<file path="config.mk">
export PLATFORM = sky130hd
export DESIGN_NAME = flash_read_ctrl
export DESIGN_NICKNAME = d
export VERILOG_FILES = /design/src/rtl/flash_rd_pkg.sv /design/src/rtl/flash_array_rom.sv /design/src/rtl/flash_cmd_fsm.sv /design/src/rtl/flash_page_fsm.sv /design/src/rtl/flash_read_ctrl.sv
export SDC_FILE = /design/constraint.sdc
export NUM_CORES = 1
export LEC_CHECK = 0
export ABC_AREA = 1
export BUFFER_PORTS_ARGS = -buffer_cell sky130_fd_sc_hd__buf_2
export CORE_MARGIN = 1.5
export CORE_UTILIZATION = 60
export CTS_BUF_LIST = sky130_fd_sc_hd__clkbuf_4 sky130_fd_sc_hd__clkbuf_8
export CTS_CLUSTER_SIZE = 28
export DETAILED_ROUTE_END_ITERATION = 8
export GPL_TIMING_DRIVEN = 0
export MAX_ROUTING_LAYER = met4
export PLACE_DENSITY = 0.75
export SLEW_MARGIN = 20
export SYNTH_ARGS = -nofsm -noshare
export SYNTH_HDL_FRONTEND = slang
export SYNTH_SLANG_ARGS = --single-unit
</file>
<file path="constraint.sdc">
create_clock -name clk -period 19.9 [get_ports clk]
set_input_delay 3.98 -clock clk [delete_from_list [all_inputs] [get_ports clk]]
set_output_delay 3.98 -clock clk [all_outputs]
set_load 0.05 [all_outputs]
</file>
<file path="src/rtl/flash_rd_pkg.sv">
package flash_rd_pkg;

    typedef enum logic [2:0] {
        RS_ARRAY, RS_IDENT, RS_STATUS, RS_CFI, RS_CFG_WAIT
    } rd_state_e;

    typedef enum logic [1:0] {
        PG_IDLE, PG_SENSE, PG_READY
    } pg_state_e;

    localparam logic [7:0]  CMD_ARRAY  = 8'hFF;
    localparam logic [7:0]  CMD_IDENT  = 8'h90;
    localparam logic [7:0]  CMD_STATUS = 8'h70;
    localparam logic [7:0]  CMD_CFI    = 8'h98;
    localparam logic [7:0]  CMD_CFG    = 8'h60;
    localparam logic [15:0] CFG_RESET  = 16'h8000;
    localparam logic [15:0] STATUS_RDY = 16'h0080;

    function automatic logic [15:0] array_word(input logic [15:0] a);
        return (a * 16'd37) ^ 16'hC3A5;
    endfunction

endpackage

</file>
<file path="src/rtl/flash_array_rom.sv">
module flash_array_rom
    import flash_rd_pkg::*;
#(
    parameter int TAG_W = 6
) (
    input  logic                    clk,
    input  logic                    rd_en,
    input  logic [TAG_W-1:0]        page,
    output logic [15:0][15:0]       row_o
);
    logic [15:0][15:0] row_next;

    for (genvar w = 0; w < 16; w++) begin : g_word
        assign row_next[w] = array_word(16'({page, 4'(w)}));
    end

    always_ff @(posedge clk) begin
        if (rd_en) row_o <= row_next;
    end
endmodule

</file>
<file path="src/rtl/flash_cmd_fsm.sv">
module flash_cmd_fsm
    import flash_rd_pkg::*;
(
    input  logic        clk,
    input  logic        rst_n,
    input  logic        ce_n,
    input  logic        we_n,
    input  logic [15:0] din,
    output rd_state_e   state_o,
    output logic [15:0] cfg_o
);
    rd_state_e   state, state_nx;
    logic        we_q;
    logic        wr_stb;
    logic [15:0] cfg;

    assign wr_stb = !we_q && we_n && !ce_n;

    always_comb begin
        state_nx = RS_STATUS;
        if (state != RS_CFG_WAIT) begin
            unique case (din[7:0])
                CMD_ARRAY:  state_nx = RS_ARRAY;
                CMD_IDENT:  state_nx = RS_IDENT;
                CMD_STATUS: state_nx = RS_STATUS;
                CMD_CFI:    state_nx = RS_CFI;
                CMD_CFG:    state_nx = RS_CFG_WAIT;
                default:    state_nx = RS_STATUS;
            endcase
        end
    end

    always_ff @(posedge clk or negedge rst_n) begin
        if (!rst_n) begin
            state <= RS_ARRAY;
            cfg   <= CFG_RESET;
            we_q  <= 1'b1;
        end else begin
            we_q <= we_n;
            if (wr_stb) begin
                state <= state_nx;
                if (state == RS_CFG_WAIT) cfg <= din;
            end
        end
    end

    always_comb begin
        state_o = state;
        cfg_o   = cfg;
    end


    arr_cmd_chk: assert property (@(posedge clk) disable iff (!rst_n)
        (wr_stb && state != RS_CFG_WAIT && din[7:0] == CMD_ARRAY) |=> state == RS_ARRAY);


    other_cmd_chk: assert property (@(posedge clk) disable iff (!rst_n)
        (wr_stb && state != RS_CFG_WAIT && din[7:0] != CMD_ARRAY && din[7:0] != CMD_IDENT
         && din[7:0] != CMD_CFI && din[7:0] != CMD_CFG) |=> state == RS_STATUS);


    cfg_write_chk: assert property (@(posedge clk) disable iff (!rst_n)
        !$stable(cfg) |-> $past(state) == RS_CFG_WAIT);
endmodule

</file>
<file path="src/rtl/flash_page_fsm.sv">
module flash_page_fsm
    import flash_rd_pkg::*;
#(
    parameter int ADDR_W    = 10,
    parameter int SENSE_CYC = 3
) (
    input  logic                     clk,
    input  logic                     rst_n,
    input  logic                     rd_req,
    input  logic                     page_en,
    input  logic [ADDR_W-1:0]        addr,
    input  logic [15:0][15:0]        mem_row,
    output logic                     mem_rd,
    output logic [15:0]              word_o,
    output logic                     valid_o
);
    localparam int CNT_W = $clog2(SENSE_CYC + 1);
    localparam logic [CNT_W-1:0] CNT_LAST = CNT_W'(SENSE_CYC - 1);

    pg_state_e          state;
    logic [CNT_W-1:0]   cnt;
    logic [ADDR_W-1:0]  tag;
    logic               tag_pg;
    logic [15:0][15:0]  buf_q;
    logic               hit, start;

    always_comb begin
        hit = (state == PG_READY) && (tag_pg == page_en) &&
              (page_en ? (tag[ADDR_W-1:4] == addr[ADDR_W-1:4]) : (tag == addr));
        start = rd_req && !hit && (state != PG_SENSE);
    end

    always_ff @(posedge clk or negedge rst_n) begin
        if (!rst_n) begin
            state  <= PG_IDLE;
            cnt    <= '0;
            tag    <= '0;
            tag_pg <= 1'b0;
            buf_q  <= '0;
        end else begin
            unique case (state)
                PG_IDLE, PG_READY: begin
                    if (start) begin
                        state  <= PG_SENSE;
                        cnt    <= '0;
                        tag    <= addr;
                        tag_pg <= page_en;
                    end
                end
                PG_SENSE: begin
                    if (cnt == CNT_LAST) begin
                        state <= PG_READY;
                        buf_q <= mem_row;
                    end else begin
                        cnt <= cnt + 1'b1;
                    end
                end
                default: state <= PG_IDLE;
            endcase
        end
    end

    always_comb begin
        mem_rd  = start;
        valid_o = hit;
        word_o  = buf_q[addr[3:0]];
    end


    fill_chk: assert property (@(posedge clk) disable iff (!rst_n)
        $rose(state == PG_READY) |-> ($past(state) == PG_SENSE && $past(cnt) == CNT_LAST));


    tag_hold_chk: assert property (@(posedge clk) disable iff (!rst_n)
        (state == PG_SENSE && $past(state) == PG_SENSE) |-> ($stable(tag) && $stable(tag_pg)));
endmodule

</file>
<file path="src/rtl/flash_read_ctrl.sv">
module flash_read_ctrl
    import flash_rd_pkg::*;
#(
    parameter int ADDR_W      = 10,
    parameter int SENSE_CYC   = 3,
    parameter int PARAM_PAGES = 4
) (
    input  logic              clk,
    input  logic              rst_n,
    input  logic [ADDR_W-1:0] addr,
    input  logic              ce_n,
    input  logic              adv_n,
    input  logic              we_n,
    input  logic              oe_n,
    input  logic [15:0]       din,
    output logic [15:0]       dq_out,
    output logic              dq_oe,
    output logic              wait_o,
    output logic              data_valid
);
    localparam int TAG_W = ADDR_W - 4;
    localparam logic [TAG_W-1:0] PARAM_TAG = TAG_W'(PARAM_PAGES);

    rd_state_e         rd_state;
    logic [15:0]       cfg;
    logic [ADDR_W-1:0] lat_addr, eff_addr;
    logic [15:0][15:0] mem_row;
    logic              mem_rd, page_en, rd_req, arr_valid;
    logic [15:0]       arr_word, rd_data;

    always_ff @(posedge clk or negedge rst_n) begin
        if (!rst_n)      lat_addr <= '0;
        else if (!adv_n) lat_addr <= addr;
    end

    assign eff_addr = adv_n ? lat_addr : addr;
    assign page_en  = cfg[15] && (eff_addr[ADDR_W-1:4] >= PARAM_TAG);
    assign rd_req   = !ce_n && we_n && (rd_state == RS_ARRAY);

    flash_cmd_fsm u_cmd (
        .clk(clk), .rst_n(rst_n), .ce_n(ce_n), .we_n(we_n), .din(din),
        .state_o(rd_state), .cfg_o(cfg)
    );

    flash_page_fsm #(.ADDR_W(ADDR_W), .SENSE_CYC(SENSE_CYC)) u_page (
        .clk(clk), .rst_n(rst_n), .rd_req(rd_req), .page_en(page_en),
        .addr(eff_addr), .mem_row(mem_row), .mem_rd(mem_rd),
        .word_o(arr_word), .valid_o(arr_valid)
    );

    flash_array_rom #(.TAG_W(TAG_W)) u_rom (
        .clk(clk), .rd_en(mem_rd), .page(eff_addr[ADDR_W-1:4]), .row_o(mem_row)
    );

    always_comb begin
        unique case (rd_state)
            RS_ARRAY: rd_data = arr_word;
            RS_IDENT: begin
                unique case (eff_addr[1:0])
                    2'd0: rd_data = 16'h00D7;
                    2'd1: rd_data = 16'h4E21;
                    2'd2: rd_data = cfg;
                    default: rd_data = 16'h0000;
                endcase
            end
            RS_CFI:  rd_data = 16'hC000 | 16'(eff_addr[3:0]);
            RS_STATUS, RS_CFG_WAIT: rd_data = STATUS_RDY;
            default: rd_data = STATUS_RDY;
        endcase
    end

    always_comb begin
        dq_oe      = rst_n && !ce_n && !oe_n && we_n;
        dq_out     = dq_oe ? rd_data : 16'h0000;
        data_valid = (rd_state == RS_ARRAY) ? arr_valid : 1'b1;
        wait_o     = 1'b0;
    end


    oe_off_chk: assert property (@(posedge clk) disable iff (!rst_n)
        (!we_n || ce_n) |-> !dq_oe);
endmodule

</file>
==> results of run 1 <==
-- flip-flops by register name (all words and copies together) (netlist names) --
register / flops
u_cmd.cfg_o: 16
u_cmd.state_o: 3
u_page.buf_q: 163
u_cmd.we_q: 1
u_rom.row_o: 162
u_page.cnt: 2
lat_addr: 10
u_page.tag: 10
u_page.tag_pg: 1
u_page.state: 2
-- tightest hold or removal path: stages (launching register included) --
cell	delay, ps
dfrtp_1	330
inv_1	50
nand2_1	50
-- kinds of logic (layout without fill, tap and decap cells) --
group | Yosys count | count (layout) | synth area share
simple gates | 606 | 606 | 0.1448
flops | 370 | 370 | 0.5386
buf+inv | 244 | 416 | 0.05727
compound gates | 199 | 199 | 0.05801
mux | 168 | 168 | 0.1012
xor+xnor | 98 | 98 | 0.04590
fa+ha+maj | 73 | 73 | 0.05406
other cells | 1 | 2 | 0.0002005
-- power groups by stage --
stage	clock network, mW	registers, mW	logic (mW)
3_5_place_dp	0	1.02	0.634
2_1_floorplan	0	0.999	0.457
3_3_place_gp	0	1.01	0.608
5_1_grt	0.776	1.02	0.707
6_report	0.739	1.01	0.654
4_1_cts	0.743	1.01	0.639
-- layer usage --
metal	GRT usage	up-vias	share of wire
met4	0.1307	0	0.040
met3	0.05389	140	0.093
li1	-	6134	-
met1	0.4463	6797	0.41
met5	-	-	0
met2	0.5080	712	0.46
-- cells in the mapped netlist (11+ instances only) --
cell      count
fa_1         13
a21oi_1      72
nor2_1      205
nand3_1      76
buf_2        29
or2_2        35
o21ai_1      20
ha_1         60
buf_4        11
mux2_2      168
edfxtp_1    162
clkbuf_1     23
o21ai_0      73
dfrtp_1     206
xor2_1       90
nand2_1     225
inv_1       165
nand4_1      31
-- cell usage in the layout, fill, tap and decap left out, types with 10 or more instances in the layout --
cell type and instances:
nand2_1 225, dfrtp_1 206, nor2_1 204, mux2_2 168, inv_1 165, edfxtp_1 162, xor2_1 90, clkbuf_8 80
buf_2 76, nand3_1 76, o21ai_0 73, a21oi_1 72, ha_1 60, or2_2 35, nand4_1 31, clkbuf_1 23
o21ai_1 20, clkbuf_4 15, fa_1 13, buf_4 11, clkinv_2 10
-- path summary, 6_finish.rpt --
check	start	end	slack, ps
min reg2reg	u_page.buf_q[243]$_DFFE_PN0P_	u_page.buf_q[243]$_DFFE_PN0P_	460
min in group asynchronous	rst_n	u_page.buf_q[63]$_DFFE_PN0P_	3320
max reg2reg	lat_addr[7]$_DFF_PN0_	u_rom.row_o[126]$_DFFE_PP_	15430
max	adv_n	dq_out[9]	9230
min	u_page.buf_q[243]$_DFFE_PN0P_	u_page.buf_q[243]$_DFFE_PN0P_	460
max in group asynchronous	rst_n	u_page.tag[2]$_DFFE_PN0P_	15730
-- final cells by class --
class / count / area, um^2 / share of cell area
Tap cell: 396 / 495.5 / 0.02355
Buffer: 75 / 436.7 / 0.02076
Sequential cell: 370 / 10070 / 0.4788
Multi-Input combinational cell: 1145 / 7565 / 0.3596
Timing Repair Buffer: 56 / 440.4 / 0.02093
Inverter: 169 / 634.4 / 0.03015
Clock inverter: 21 / 177.7 / 0.008445
Clock buffer: 95 / 1214 / 0.05769
Antenna cell: 1 / 2.502 / 0.0001189
-- metrics by stage --
step	cells	instance area (um^2)	utilization	hold slack [ps]	total power, mW
2_1_floorplan	1759	18700	-	422.9	1.456
3_3_place_gp	2203	19440	0.6337	434.8	1.622
3_5_place_dp	2211	19640	0.6405	444.0	1.654
4_1_cts	2327	21040	0.6859	459.1	2.387
5_1_grt	2327	21040	0.6859	485.3	2.503
6_report	2328	21040	0.6860	461.3	2.402
==> summary.md, run 1 <==
| Metric | Value |
|---|---|
| Insertion delay to the later sink of the worst-skew pair | `630 ps` |
| Hpwl dp | `36570 um` |
| RSZ-0062 raised after global routing | `no` |
| Power Dens Cells | `114.2 mW/mm^2` |
| Root Driver | `clkbuf_8` |
| Min-delay worst type | `reg -> reg` |
| H-tree depth | `2` |
| Setup TNS | `0 ps` |
| Crit path depth | `10` |
| DR pass1 iterations | `6` |
| CTS Buf Count | `61` |
| Primary FF master, synth | `dfrtp_1` |
| Share of layout cells above drive strength 1 | `0.2325` |
| Worst-Margin Slew | `959.6 ps` |
| Clk buf depth | `3` |
| DRC viols | `0` |
| Initial Util | `0.6097` |
| Final setup fails | `0` |
| Std cell rows | `64` |
| Pre-CTS setup slack | `9286 ps` |
| WHS Path Cells | `2` |
| Worst Setup Start Kind | `input pin` |
| CTS tree | `built` |
| Worst path bufs/invs | `5` |
| Crit path kind | `in -> out` |
| Clock network fraction of design power | `0.308` |
| IO Port Bufs | `48` |
| Final WS setup | `9234 ps` |
| Psw | `0.7790 mW` |
| Via density | `5.921` |
| Final hold viol count | `0` |
| Switching Fraction | `0.3243` |
| Final Net Count | `1983` |
| Cell taking the most area after synthesis | `dfrtp_1` |
| Synth unique cells | `53` |
| Fin. max-slew vios | `0` |
| Synth area leaders | `dfrtp_1 (28%), edfxtp_1 (26%), mux2_2 (10%)` |
| Delay-heaviest family, CP | `buffers and inverters` |
| Worst path slowest cell | `clkbuf_1` |
| Crit-path cells | `buf_6 -> inv_2 -> buf_6 -> nand2_1 -> nand2_1 -> clkbuf_1 -> nand3_1 -> nand3_1 -> a21oi_1 -> buf_2` |
| Max Freq | `93.75 MHz` |
| Reg clk slew, reported paths | `60 ps` |
| Mapped Nets | `1864` |
| Cell count after synthesis | `1759` |
| Post-CTS Resized | `0` |
| Register bit total from synthesis | `370` |
| Leakage Power | `9.951 nW` |
| Max Cap Viol | `0` |
| Gr usage total | `0.3319` |
| Clock period minus worst slack | `10670 ps` |
| GR Overflow Total | `0` |
| Vias in the first global route | `13420` |
| Syn_area_per_cell | `10.63 um^2` |
| Comb power frac | `0.272` |
| Largest net degree at the start of global routing | `90` |
| Critical path arrival | `6690 ps` |
| Core footprint | `0.03067 mm^2` |
| Mapped cell area | `0.01870 mm^2` |
| Clock skew | `23.29 ps` |
| Crit-path max FO | `10` |
| Hold-fix buffers, CTS | `0` |
| Antenna Nets Post-Route | `0` |
| Iter 0 DRT Violations | `1424` |
| Slew HR | `0.3603` |
| Layout area overhead | `12.50%` |
| Vias post-DR | `13780` |
| Initial antenna violation count | `1` |
| IO Count | `51` |
| First-pass GRT wire length | `78190 um` |
| Yosys top cell area share | `0.2757` |
| Peak VDD IR | `0.06902 mV` |
| Yosys warnings | `0` |
| Outcome | `completed` |
| Postcts setup bufs | `0` |
| Number of synthesized flops with an enable pin | `162` |
| Filler Cell Count | `2280` |
| Flop pwr share | `0.420` |
| Die Y | `179.5 um` |
| Final GP Congestion | `0.9637` |
| WL per Instance | `22.42 um` |
| Cells on worst reg2reg path | `14` |
| Crit-path max cell delay | `770 ps` |
| Internal power | `1.623 mW` |
| Post-synthesis sequential area ratio | `0.5386` |
| Worst setup EP type | `output port` |
| Clk sink count | `370` |
| Req. time, crit path | `15920 ps` |
| Async set or reset register ratio after synthesis | `0.5622` |
| Die area | `0.03223 mm^2` |
| Die W | `179.5 um` |
| Routed wire length | `52180 um` |
| Final cycle utilization of the critical path | `0.5360` |
Note: power is estimated with default switching activity, not from simulation.
==> run 2: changes to the inputs <==
--- a/config.mk
+++ b/config.mk
@@ -8,13 +8,13 @@
 export ABC_AREA = 1
 export BUFFER_PORTS_ARGS = -buffer_cell sky130_fd_sc_hd__buf_2
 export CORE_MARGIN = 1.5
-export CORE_UTILIZATION = 60
+export CORE_UTILIZATION = 59
 export CTS_BUF_LIST = sky130_fd_sc_hd__clkbuf_4 sky130_fd_sc_hd__clkbuf_8
 export CTS_CLUSTER_SIZE = 28
 export DETAILED_ROUTE_END_ITERATION = 8
 export GPL_TIMING_DRIVEN = 0
 export MAX_ROUTING_LAYER = met4
-export PLACE_DENSITY = 0.75
+export PLACE_DENSITY = 0.77
 export SLEW_MARGIN = 20
 export SYNTH_ARGS = -nofsm -noshare
 export SYNTH_HDL_FRONTEND = slang
==> constraint.sdc (replaced) <==
create_clock -name clk -period 9.5 [get_ports clk]
set_input_delay 1.9 -clock clk [delete_from_list [all_inputs] [get_ports clk]]
set_output_delay 1.9 -clock clk [all_outputs]
set_load 0.05 [all_outputs]
==> run 2 against run 1 <==
  * Clock power grew 100%
  * Sequential power grew 110%
  * Non-clock buffer count grew 1
  * Highest routed layer unchanged
  * Via count shrank 0.12%
==> summary.md, run 2 (same netlist as run 1, synthesis figures left out) <==
| Metric | Value |
|---|---|
| WL per Instance | `22.54 um` |
| Clock skew | `23.28 ps` |
| H-tree depth | `2` |
| Req. time, crit path | `7600 ps` |
| DRC viols | `0` |
| Min-delay worst type | `reg -> reg` |
| Ant diodes | `0` |
| Layout area overhead | `12.23%` |
| Crit-path max FO | `10` |
| Clk buf depth | `3` |
| Routed wire length | `52500 um` |
| DR pass1 iterations | `6` |
| Final setup fails | `0` |
| Commonest non-fill, non-tap cells in the layout | `nand2_1 (225), dfrtp_1 (206), nor2_1 (204), mux2_2 (168), inv_1 (165)` |
| Std cell rows | `65` |
| Largest net degree at the start of global routing | `80` |
| Fin. max-slew vios | `0` |
| Vias post-DR | `13770` |
| Filler Cell Count | `2393` |
| Commonest non-fill, non-tap cell in the layout | `nand2_1` |
| Outcome | `completed` |
| Clock period minus worst slack | `6455 ps` |
| Cells on worst reg2reg path | `14` |
| Hpwl dp | `36640 um` |
| CTS Buf Count | `59` |
| Worst setup EP type | `output port` |
| IO Port Bufs | `48` |
| Hold-fix buffers, CTS | `0` |
| Final hold viol count | `0` |
| Via density | `5.911` |
| Leakage Power | `9.921 nW` |
| Final cycle utilization of the critical path | `0.6794` |
| Worst setup startpoint | `adv_n` |
| Initial Util | `0.5957` |
| Crit path kind | `in -> out` |
| First-pass GRT wire length | `79580 um` |
| Root Driver | `clkbuf_8` |
| Slew HR | `0.3384` |
| Worst Setup Start Kind | `input pin` |
| Insertion delay to the later sink of the worst-skew pair | `620 ps` |
| Top reg by flops | `u_page.buf_q` |
| Post-DP Area | `0.01969 mm^2` |
| Reg2Reg Launch Point | `lat_addr[7]$_DFF_PN0_` |
| Power Dens Cells | `236.9 mW/mm^2` |
| Max Freq | `154.9 MHz` |
| Critical path arrival | `4550 ps` |
| IO Count | `51` |
| Die W | `181.0 um` |
| Cell area after layout | `0.02099 mm^2` |
| RSZ-0062 raised after global routing | `no` |
| Initial antenna violation count | `0` |
| Worst R2R End | `u_rom.row_o[126]$_DFFE_PP_` |
| Postcts setup bufs | `0` |
| Max Cap Viol | `0` |
| Share of layout cells above drive strength 1 | `0.2304` |
| Worst-Margin Slew | `992.4 ps` |
| Peak VDD IR | `0.1559 mV` |
| Internal reg-to-reg setup slack | `5090 ps` |
| Antenna Nets Post-Route | `0` |
| CTS tree | `built` |
| Die Y | `181.0 um` |
| Core footprint | `0.03139 mm^2` |
| Clk sink count | `370` |
| Power consumption | `4.972 mW` |
| Gr usage total | `0.3357` |
| Final GP Congestion | `0.9580` |
| Iter 0 DRT Violations | `1396` |
| Vias in the first global route | `13910` |
| Max FFs per register | `163` |
| Critical Path End | `dq_out[9]` |
| Die area | `0.03277 mm^2` |
| Reg clk slew, reported paths | `70 ps` |
| Final Net Count | `1982` |
| Post-CTS Resized | `0` |
| GR Overflow Total | `0` |
## run 2: cell types whose count changed in the layout (fill, tap and decap cells not counted), sizes merged
| cell | before | now |
|---|---|---|
| clkinvlp | 2 | 1 |
| diode | 1 | 0 |
| clkbuf | 119 | 122 |
| clkinv | 18 | 11 |
| buf | 107 | 108 |
## run 2: worst min-delay path by stage
stage / start / endpoint / slack, ps / cells after the start
after CTS: u_page.buf_q[243]$_DFFE_PN0P_ / u_page.buf_q[243]$_DFFE_PN0P_ / 460 / 2
after detailed placement: u_page.buf_q[243]$_DFFE_PN0P_ / u_page.buf_q[243]$_DFFE_PN0P_ / 440 / 2
after global placement: u_page.buf_q[243]$_DFFE_PN0P_ / u_page.buf_q[243]$_DFFE_PN0P_ / 430 / 2
after global routing: u_rom.row_o[184]$_DFFE_PP_ / u_page.buf_q[184]$_DFFE_PN0P_ / 490 / 1
final: u_page.buf_q[243]$_DFFE_PN0P_ / u_page.buf_q[243]$_DFFE_PN0P_ / 470 / 2
after floorplan: u_page.buf_q[243]$_DFFE_PN0P_ / u_page.buf_q[243]$_DFFE_PN0P_ / 420 / 2
## run 2: critical path, stage by stage
cell	delay (ps)
buf_6	120
inv_2	80
buf_6	150
nand2_1	90
nand2_1	360
clkbuf_1	730
nand3_1	450
nand3_1	330
a21oi_1	100
buf_2	240
## run 2: layout make-up
cell class | instances | area (um^2) | share of cell area
inverter | 169 | 634.4 | 0.03023
clock buffer | 98 | 1167 | 0.05562
clock inverter | 13 | 133.9 | 0.006379
sequential | 370 | 10070 | 0.4799
buffer | 75 | 436.7 | 0.02081
timing repair buffer | 57 | 475.5 | 0.02265
multi-input combinational | 1145 | 7565 | 0.3604
tap | 402 | 503.0 | 0.02397
## run 2: routing by layer
layer | vias up | wire, um | track usage
met4 | 0 | 2438 | 0.1450
li1 | 6132 | - | -
met2 | 709 | 24120 | 0.5166
met1 | 6766 | 20940 | 0.4336
met5 | - | 0 | -
met3 | 159 | 4999 | 0.07075
## run 2: per-stage QoR
step / setup TNS, ps / setup WS (ps) / hold WS, ps / instances / util
floorplan: 0 / 1914 / 422.9 / 1759 / -
global placement: -79890 / -503.5 / 434.5 / 2209 / 0.6195
detailed placement: 0 / 3198 / 443.7 / 2218 / 0.6271
CTS: 0 / 3190 / 459.5 / 2329 / 0.6686
global route: 0 / 2931 / 486.3 / 2329 / 0.6686
finish: 0 / 3045 / 465.5 / 2329 / 0.6686
## run 2: power by group
| group | switching, mW | total [mW] | internal [mW] |
|---|---|---|---|
| combinational | 0.857 | 1.37 | 0.515 |
| clock | 0.633 | 1.49 | 0.852 |
| sequential | 0.123 | 2.11 | 1.99 |
| total | 1.61 | 4.97 | 3.36 |
==> run 3: changes to the inputs <==
--- a/config.mk
+++ b/config.mk
@@ -8,13 +8,13 @@
 export ABC_AREA = 1
 export BUFFER_PORTS_ARGS = -buffer_cell sky130_fd_sc_hd__buf_2
 export CORE_MARGIN = 1.5
-export CORE_UTILIZATION = 59
+export CORE_UTILIZATION = 60
 export CTS_BUF_LIST = sky130_fd_sc_hd__clkbuf_4 sky130_fd_sc_hd__clkbuf_8
 export CTS_CLUSTER_SIZE = 28
 export DETAILED_ROUTE_END_ITERATION = 8
 export GPL_TIMING_DRIVEN = 0
 export MAX_ROUTING_LAYER = met4
-export PLACE_DENSITY = 0.77
+export PLACE_DENSITY = 0.75
 export SLEW_MARGIN = 20
 export SYNTH_ARGS = -nofsm -noshare
 export SYNTH_HDL_FRONTEND = slang
==> constraint.sdc (replaced) <==
create_clock -name clk -period 6.58 [get_ports clk]
set_input_delay 1.316 -clock clk [delete_from_list [all_inputs] [get_ports clk]]
set_output_delay 1.316 -clock clk [all_outputs]
set_load 0.05 [all_outputs]
==> run 3 against run 2 <==
  * Largest power group unchanged
  * Clock-buffer cell count grew 9
  * Routed wire length shrank 1.1%
  * Die area shrank 1.6%
  * Cell area is essentially flat
  * Power grew 45%
  * Highest routed layer unchanged
==> summary.md, run 3 (same netlist as run 1, synthesis figures left out) <==
| Metric | Value |
|---|---|
| Share of layout cells above drive strength 1 | `0.2344` |
| Outcome | `completed` |
| Clock period minus worst slack | `5336 ps` |
| Slew HR | `0.3420` |
| Final Net Count | `1982` |
| Peak VDD IR | `0.2152 mV` |
| Crit-path max FO | `10` |
| Core footprint | `0.03067 mm^2` |
| GR Overflow Total | `0` |
| Max Freq | `187.4 MHz` |
| Final hold viol count | `0` |
| Placed cell count | `2211` |
| Reg clk slew, reported paths | `60 ps` |
| Std cell rows | `64` |
| DRC viols | `0` |
| Worst-Margin Slew | `987.0 ps` |
| Root Driver | `clkbuf_8` |
| Worst Setup Start Kind | `input pin` |
| Final Non-Filler Cells | `2324` |
| Iter 0 DRT Violations | `1472` |
| H-tree depth | `2` |
| DR pass1 iterations | `7` |
| Postcts setup bufs | `0` |
| Crit path kind | `in -> out` |
| Vias post-DR | `13620` |
| Worst path slowest cell | `clkbuf_1` |
| Die W | `179.5 um` |
| Final GP Congestion | `0.9606` |
| Clock skew | `30.14 ps` |
| CTS tree | `built` |
| Insertion delay to the later sink of the worst-skew pair | `630 ps` |
| Gr usage total | `0.3329` |
| Crit-path cells | `buf_6 -> inv_2 -> buf_6 -> nand2_1 -> nand2_1 -> clkbuf_1 -> nand3_1 -> nand3_1 -> a21oi_1 -> buf_2` |
| Commonest non-fill, non-tap cell in the layout | `nand2_1` |
| Initial Util | `0.6097` |
| Largest net degree at the start of global routing | `89` |
| Hpwl dp | `36520 um` |
| Via density | `5.858` |
| Layout area overhead | `12.12%` |
| Fin. max-slew vios | `0` |
| Setup TNS | `0 ps` |
| First-pass GRT wire length | `78470 um` |
| Max FFs per register | `163` |
| Crit-path max cell delay | `770 ps` |
| Max Cap Viol | `0` |
| Leakage Power | `9.924 nW` |
| Power Dens Cells | `342.9 mW/mm^2` |
| Ant diodes | `0` |
| Worst setup EP type | `output port` |
| WL per Instance | `22.34 um` |
| Delay-heaviest family, CP | `buffers and inverters` |
| Routed wire length | `51920 um` |
| Initial antenna violation count | `0` |
| Min-delay worst type | `reg -> reg` |
| Die area | `0.03223 mm^2` |
| Filler Cell Count | `2300` |
| Vias in the first global route | `13450` |
| RSZ-0062 raised after global routing | `no` |
| Worst path bufs/invs | `5` |
| Commonest non-fill, non-tap cells in the layout | `nand2_1 (225), dfrtp_1 (206), nor2_1 (204), mux2_2 (168), inv_1 (165)` |
| Post-CTS Resized | `0` |
| Antenna Nets Post-Route | `0` |
| IO Port Bufs | `48` |
| Final cycle utilization of the critical path | `0.8110` |
| Req. time, crit path | `5260 ps` |
| Final setup fails | `0` |
| Die Y | `179.5 um` |
| Hold-fix buffers, CTS | `0` |
| Clk buf depth | `3` |
| Critical path arrival | `4020 ps` |
| Top reg by flops | `u_page.buf_q` |
| IO Count | `51` |
| Clk sink count | `370` |
| CTS Buf Count | `60` |
-- run 3: cell count changes in the layout (fill, tap and decap cells not counted), sizes merged --
cell / previous run / this run
bufinv: 3 / 2
clkinvlp: 1 / 2
clkinv: 11 / 4
clkbuf: 122 / 131
buf: 108 / 107
-- run 3: power breakdown --
part	internal [mW]	switching [mW]
clock	1.26	0.907
combinational	0.745	1.23
sequential	2.88	0.173
-- run 3: through the flow --
step / worst slack [ps] / total power, mW / area, um^2 / utilization / hold WS, ps
floorplan: 949.5 / 4.404 / 18710 / - / 422.9
global placement: -1363 / 4.902 / 19440 / 0.6340 / 435.0
global route: 1228 / 7.518 / 20970 / 0.6837 / 475.3
CTS: 1368 / 7.160 / 20970 / 0.6837 / 457.3
detailed placement: 1087 / 5.002 / 19630 / 0.6400 / 441.9
finish: 1244 / 7.190 / 20970 / 0.6837 / 457.1
-- run 3: cell type report --
| class | instances | area [um^2] | area share |
|---|---|---|---|
| Sequential cell | 370 | 10070 | 0.4804 |
| Inverter | 169 | 634.4 | 0.03025 |
| Clock inverter | 6 | 85.08 | 0.004058 |
| Tap cell | 396 | 495.5 | 0.02363 |
| Buffer | 75 | 436.7 | 0.02083 |
| Multi-Input combinational cell | 1145 | 7565 | 0.3608 |
| Clock buffer | 107 | 1254 | 0.05979 |
| Timing Repair Buffer | 56 | 425.4 | 0.02029 |
-- run 3: per-layer routing --
layer  up-vias  GRT usage  routed length, um
met2       593     0.5075              23870
met5         -          -                  0
met3       138    0.05409               4163
met1      6748     0.4500              21920
li1       6136          -                  -
met4         0     0.1290               1972
-- run 3: path summary, 6_finish.rpt --
kind,from,end,slack [ps],depth (start not counted)
max in group asynchronous,rst_n,u_page.buf_q[190]$_DFFE_PN0P_,5150,2
hold / removal,u_page.buf_q[243]$_DFFE_PN0P_,u_page.buf_q[243]$_DFFE_PN0P_,460,2
hold reg to reg,u_page.buf_q[243]$_DFFE_PN0P_,u_page.buf_q[243]$_DFFE_PN0P_,460,2
setup / recovery,adv_n,dq_out[9],1240,10
min in group asynchronous,rst_n,u_page.buf_q[63]$_DFFE_PN0P_,590,1
setup reg to reg,lat_addr[7]$_DFF_PN0_,u_rom.row_o[238]$_DFFE_PP_,2180,15
-- run 3: worst register-to-register path, cell delays in order, from the launching register on --
cell and delay (ps):
dfrtp_1 360, nand2_1 80, nand2_1 250, ha_1 510, inv_1 120, fa_1 730, ha_1 290, clkbuf_1 200
nand2_1 110, nand2_1 50, a31oi_1 530, o21ai_0 460, nand4_1 250, nand2_1 70, nand2_1 70, nand2_1 60
